<file path="src/rtl/triPwmPkg.sv">
package triPwmPkg;
  typedef struct packed {
    logic running;  // counter is advancing
    logic reload;   // copy holding duty into active duty this edge
  } pwmCtl_t;
endpackage

</file>
<file path="src/rtl/triPwmCtrl.sv">
module triPwmCtrl
  import triPwmPkg::*;
#(
  parameter int CNT_W = 8
) (
  input  logic             clk,
  input  logic             rstN,
  input  logic             runEn,
  input  logic [CNT_W-1:0] frameSize,
  output logic [CNT_W-1:0] cnt,
  output logic [CNT_W-1:0] frameQ,
  output pwmCtl_t          ctl,
  output logic             peakStb,
  output logic             valleyStb
);
  localparam logic [CNT_W-1:0] ONE = CNT_W'(1);

  logic upQ;
  logic runQ;
  logic atTop;
  logic atBot;

  assign atTop = (cnt == frameQ);
  assign atBot = (cnt == '0);

  always_ff @(posedge clk or negedge rstN) begin
    if (!rstN) begin
      cnt    <= '0;
      upQ    <= 1'b1;
      runQ   <= 1'b0;
      frameQ <= ONE;
    end else if (!runEn) begin
      cnt    <= '0;
      upQ    <= 1'b1;
      runQ   <= 1'b0;
      frameQ <= (frameSize == '0) ? ONE : frameSize;
    end else if (!runQ) begin
      runQ <= 1'b1;
    end else if (atTop) begin
      cnt <= cnt - ONE;
      upQ <= 1'b0;
    end else if (atBot) begin
      cnt <= cnt + ONE;
      upQ <= 1'b1;
    end else begin
      cnt <= upQ ? cnt + ONE : cnt - ONE;
    end
  end

  assign peakStb     = runQ && atTop;
  assign valleyStb   = runQ && atBot;
  assign ctl.running = runQ;
  assign ctl.reload  = !runEn || peakStb || valleyStb;
endmodule

</file>
<file path="src/rtl/triPwmData.sv">
module triPwmData
  import triPwmPkg::*;
#(
  parameter int CNT_W = 8
) (
  input  logic             clk,
  input  logic             rstN,
  input  pwmCtl_t          ctl,
  input  logic [CNT_W-1:0] cnt,
  input  logic [CNT_W:0]   dutyIn,
  input  logic             dutyWr,
  input  logic             invert,
  output logic [CNT_W:0]   actDuty,
  output logic             pwmOut
);
  logic [CNT_W:0] holdQ;
  logic           rawHigh;

  always_ff @(posedge clk or negedge rstN) begin
    if (!rstN) begin
      holdQ   <= '0;
      actDuty <= '0;
    end else begin
      if (dutyWr)     holdQ   <= dutyIn;
      if (ctl.reload) actDuty <= holdQ;
    end
  end

  assign rawHigh = ctl.running && ({1'b0, cnt} < actDuty);
  assign pwmOut  = rawHigh ^ invert;
endmodule

</file>
<file path="src/rtl/triPwmGen.sv">
module triPwmGen
  import triPwmPkg::*;
#(
  parameter int CNT_W = 8
) (
  input  logic             clk,
  input  logic             rstN,
  input  logic             runEn,
  input  logic [CNT_W-1:0] frameSize,
  input  logic [CNT_W:0]   dutyIn,
  input  logic             dutyWr,
  input  logic             invert,
  output logic             pwmOut,
  output logic             peakStb,
  output logic             valleyStb
);
  pwmCtl_t          ctl;
  logic [CNT_W-1:0] cnt;
  logic [CNT_W-1:0] frameQ;
  logic [CNT_W:0]   actDuty;

  triPwmCtrl #(.CNT_W(CNT_W)) u_ctrl (
    .clk(clk), .rstN(rstN), .runEn(runEn), .frameSize(frameSize),
    .cnt(cnt), .frameQ(frameQ), .ctl(ctl),
    .peakStb(peakStb), .valleyStb(valleyStb)
  );

  triPwmData #(.CNT_W(CNT_W)) u_data (
    .clk(clk), .rstN(rstN), .ctl(ctl), .cnt(cnt),
    .dutyIn(dutyIn), .dutyWr(dutyWr), .invert(invert),
    .actDuty(actDuty), .pwmOut(pwmOut)
  );
endmodule

</file>
<file path="config.mk">
export PLATFORM = sky130hd
export DESIGN_NAME = triPwmGen
export DESIGN_NICKNAME = d
export VERILOG_FILES = /design/src/rtl/triPwmPkg.sv /design/src/rtl/triPwmCtrl.sv /design/src/rtl/triPwmData.sv /design/src/rtl/triPwmGen.sv
export SDC_FILE = /design/constraint.sdc
export NUM_CORES = 1
export LEC_CHECK = 0
export ABC_AREA = 0
export BUFFER_PORTS_ARGS = -buffer_cell sky130_fd_sc_hd__clkbuf_2
export CORE_UTILIZATION = 30
export DETAILED_ROUTE_END_ITERATION = 8
export GPL_ROUTABILITY_DRIVEN = 0
export SETUP_SLACK_MARGIN = 0.05
export SYNTH_ARGS = -nofsm -noshare
export SYNTH_HDL_FRONTEND = slang
export SYNTH_HIERARCHICAL = 1
export SYNTH_SLANG_ARGS = --single-unit
</file>
<file path="constraint.sdc">
create_clock -name clk -period 2.64 [get_ports clk]
set_clock_uncertainty 0.05 [all_clocks]
set_input_delay 0.264 -clock clk [delete_from_list [all_inputs] [get_ports clk]]
set_output_delay 0.264 -clock clk [all_outputs]
set_load 0.005 [all_outputs]
</file>
==> impl_metrics.env <==
export IMPL_rrSetupSlack_ns=0.26
export IMPL_netlist_area_leader_share=0.4067
export IMPL_nets=257
export IMPL_final_setup_viol_count=0
export IMPL_hpwl_um=3131
export IMPL_arrival_ns=2.50
export IMPL_use_met1=0.1673
export IMPL_ctsHoldBuffers=0
export IMPL_clockPowerShare=0.328
export IMPL_dr_pass1_iters=6
export IMPL_synthXorXnorAreaFrac=0.04605
export IMPL_peakVddDrop_v=0.0003474
export IMPL_yosysUniqueCellTypes=46
export IMPL_swShare=0.2808
export IMPL_fin_crit_ns=2.382
export IMPL_synth_fa_ha_area_frac=0.05981
export IMPL_cts_sinks=36
export IMPL_p_switching_mw=0.3612
export IMPL_cts_root_buf="clkbuf_8"
export IMPL_fin_crit_sh=0.9024
export IMPL_synth_compound_area_frac=0.1172
export IMPL_required_ns=2.76
export IMPL_pwr_share_comb=0.169
export IMPL_cap_violations=0
export IMPL_status="finished with violations"
export IMPL_busiest_layer="met2"
export IMPL_grt_pass1_wl_um=7327
export IMPL_stdcell_area_um2=2350
export IMPL_wire_per_inst_um=13.95
export IMPL_grtUsageMet3=0.03465
export IMPL_clk_latency_ns=0.28
export IMPL_worst_pin_slew_ns=0.9014
export IMPL_p_int_mw=0.9249
export IMPL_synth_largest_area_cell="dfrtp_1"
export IMPL_seq_area_frac_synth=0.4318
export IMPL_crit_buf_inv=1
export IMPL_seqCellArea_um2=903.4
export IMPL_min_path_type="in -> async"
export IMPL_fin_ws_ns=0.2575
export IMPL_synthFlopType="dfrtp_1"
export IMPL_drt_iter0_markers=61
export IMPL_grtUsageMet2=0.2015
export IMPL_clk_pin_slew_ns=0.08
export IMPL_grt_pass1_vias=1519
export IMPL_final_cells=306
export IMPL_grt_max_degree=37
export IMPL_synth_mux_area_frac=0.09689
export IMPL_end_kind="flop"
export IMPL_grt_util_all_layers=0.1263
export IMPL_ys_top_cells_by_area="dfrtp_1 41%, mux2_2 9.7%, ha_1 6.0%"
export IMPL_fmax_ghz=0.4197
export IMPL_fin_total_pwr_mw=1.286
export IMPL_slowest_delay_ns=0.63
export IMPL_dp_cells=298
export IMPL_die_area_um2=7311
export IMPL_synth_top_family_by_area="simple AND/OR/NAND/NOR gates"
export IMPL_crit_path_max_fanout=16
export IMPL_syn2layout_area_growth_pct=12.32
export IMPL_synth_area_um2=2092
export IMPL_drc=1
export IMPL_synth_simple_area_share=0.1914
export IMPL_design_core_area_um2=6756
export IMPL_ys_warn_count=6
export IMPL_p_leak_nw=1.035
export IMPL_rsz0062_at_grt="no"
export IMPL_vias=1585
export IMPL_p_per_area_nw_per_um2=547.4
export IMPL_hold_violations=0
export IMPL_preCtsSetupSlack_ns=0.2801
export IMPL_syn_inst=206
export IMPL_cts_tree="built"
export IMPL_start_util=0.3096
export IMPL_violations="DRC"
export IMPL_ant_nets=0
export IMPL_fp_row_count=30
export IMPL_placed_area_um2=2253
export IMPL_drv_slew=0
export IMPL_antenna_cells=0
export IMPL_routed_wl_um=4268
export IMPL_synthArstFlopShare=1.000
export IMPL_gr_total_overflow=0
export IMPL_multi_input_area_um2=1070
export IMPL_synth_common_cells="34 x dfrtp_1, 18 x mux2_2, 15 x nand2_1, 15 x o21ai_0, 12 x inv_1"
export IMPL_synth_fp_nets=238
export IMPL_critPathTopFamily="simple AND/OR/NAND/NOR gates"
export IMPL_drive_gt1_frac=0.2788
export IMPL_crit_path_top_delay_cell="or3b_2"
export IMPL_synth_edf_count=0
export IMPL_synth_ff_latch_count=36
export IMPL_antenna_found_initial=0
export IMPL_io_pins=25
export IMPL_die_width_um=85.51
export IMPL_htree_levels=2
export IMPL_cts_setup_buffers=0
export IMPL_path_class="reg -> reg"
export IMPL_fillers=678
export IMPL_cts_buffers=5
export IMPL_cts_path_max_buffers=2
export IMPL_tns_ns=0
export IMPL_post_cts_resize_count=0
export IMPL_start_kind="flop"
export IMPL_p_seq_frac=0.503
export IMPL_slew_headroom=0.3991
export IMPL_syn_area_per_cell_um2=10.16
export IMPL_port_buffers=24
export IMPL_die_h_um=85.51
export IMPL_path_cells="inv_1 > ha_1 > and4bb_4 > and2_1 > or3b_2 > mux2_2"
export IMPL_viasPerCell=5.180
export IMPL_yosysMostFrequentCell="dfrtp_1"
## power by group through the flow
stage	Sequential [mW]	Combinational, mW	Clock [mW]
6_report	0.647	0.217	0.422
5_1_grt	0.655	0.248	0.456
4_1_cts	0.647	0.220	0.438
3_5_place_dp	0.659	0.218	0
3_3_place_gp	0.658	0.214	0
2_1_floorplan	0.638	0.169	0
## per-layer routing
metal | vias up | part of all wire
met1 | 766 | 0.47
met4 | 0 | 0.0080
met5 | - | 0
li1 | 779 | -
met3 | 4 | 0.056
met2 | 36 | 0.47
## through the flow
step / hold WS (ns) / util
floorplan: -0.08159 / -
detailed placement: 0.4019 / 0.3335
global route: 0.1277 / 0.3478
global placement: 0.3953 / 0.3335
finish: 0.02948 / 0.3478
CTS: 0.08558 / 0.3478
## flip-flops by register name, summed over array words and instances, names as in the netlist
name	flops
u_ctrl/cnt	8
u_ctrl/frameQ	8
u_ctrl/runQ	1
u_ctrl/upQ	1
u_data/actDuty	9
u_data/holdQ	9
## cells by family (layout without fill, tap and decap cells)
kind of cell               count (synthesis)  count (layout)
DFF                                       36              36
buffers and inverters                     26              46
muxes                                     18              18
and+or+nand+nor                           66              66
adders and majority gates                 10              10
AOI/OAI and AO/OA                         39              39
xor gates and xnor gates                  11              11
## cell usage in the layout (no fill, tap or decap), types with 2 or more instances in the layout
cell type,count
clkbuf_8,6
and4b_1,2
inv_1,12
o211a_1,2
nand4b_1,2
and2_1,3
ha_1,10
nor3b_2,2
xor2_1,2
nand4_1,8
o21ai_1,3
dfrtp_1,34
o211ai_1,2
nor3_1,5
o311ai_0,2
o21ai_0,15
xnor2_1,9
clkbuf_2,24
mux2_2,18
dfstp_2,2
and3_1,3
nor2_1,6
nand2_1,15
nor4_1,2
o22ai_1,2
a21oi_1,6
nand2b_1,4
nand3_1,5
buf_4,2
## worst paths after layout
path / from / to / depth (start not counted)
max: u_ctrl/cnt[0]$_DFFE_PN0P_ / u_data/actDuty[0]$_DFFE_PN0P_ / 6
min: rstN / u_ctrl/cnt[6]$_DFFE_PN0P_ / 1
max reg2reg: u_ctrl/cnt[0]$_DFFE_PN0P_ / u_data/actDuty[0]$_DFFE_PN0P_ / 6
min reg2reg: u_ctrl/frameQ[0]$_DFFE_PN1N_ / u_ctrl/frameQ[0]$_DFFE_PN1N_ / 2
max in group asynchronous: rstN / u_data/holdQ[3]$_DFFE_PN0P_ / 1
min in group clk: dutyIn[5] / u_data/holdQ[5]$_DFFE_PN0P_ / 2
## area by class of cell
type	count	share of cell area
Clock buffer	6	0.03514
Clock inverter	2	0.005857
Inverter	12	0.01917
Multi-Input combinational cell	144	0.4553
Sequential cell	36	0.3845
Tap cell	80	0.04260
Timing Repair Buffer	26	0.05751
No activity file was read; power rests on OpenSTA's default activity.
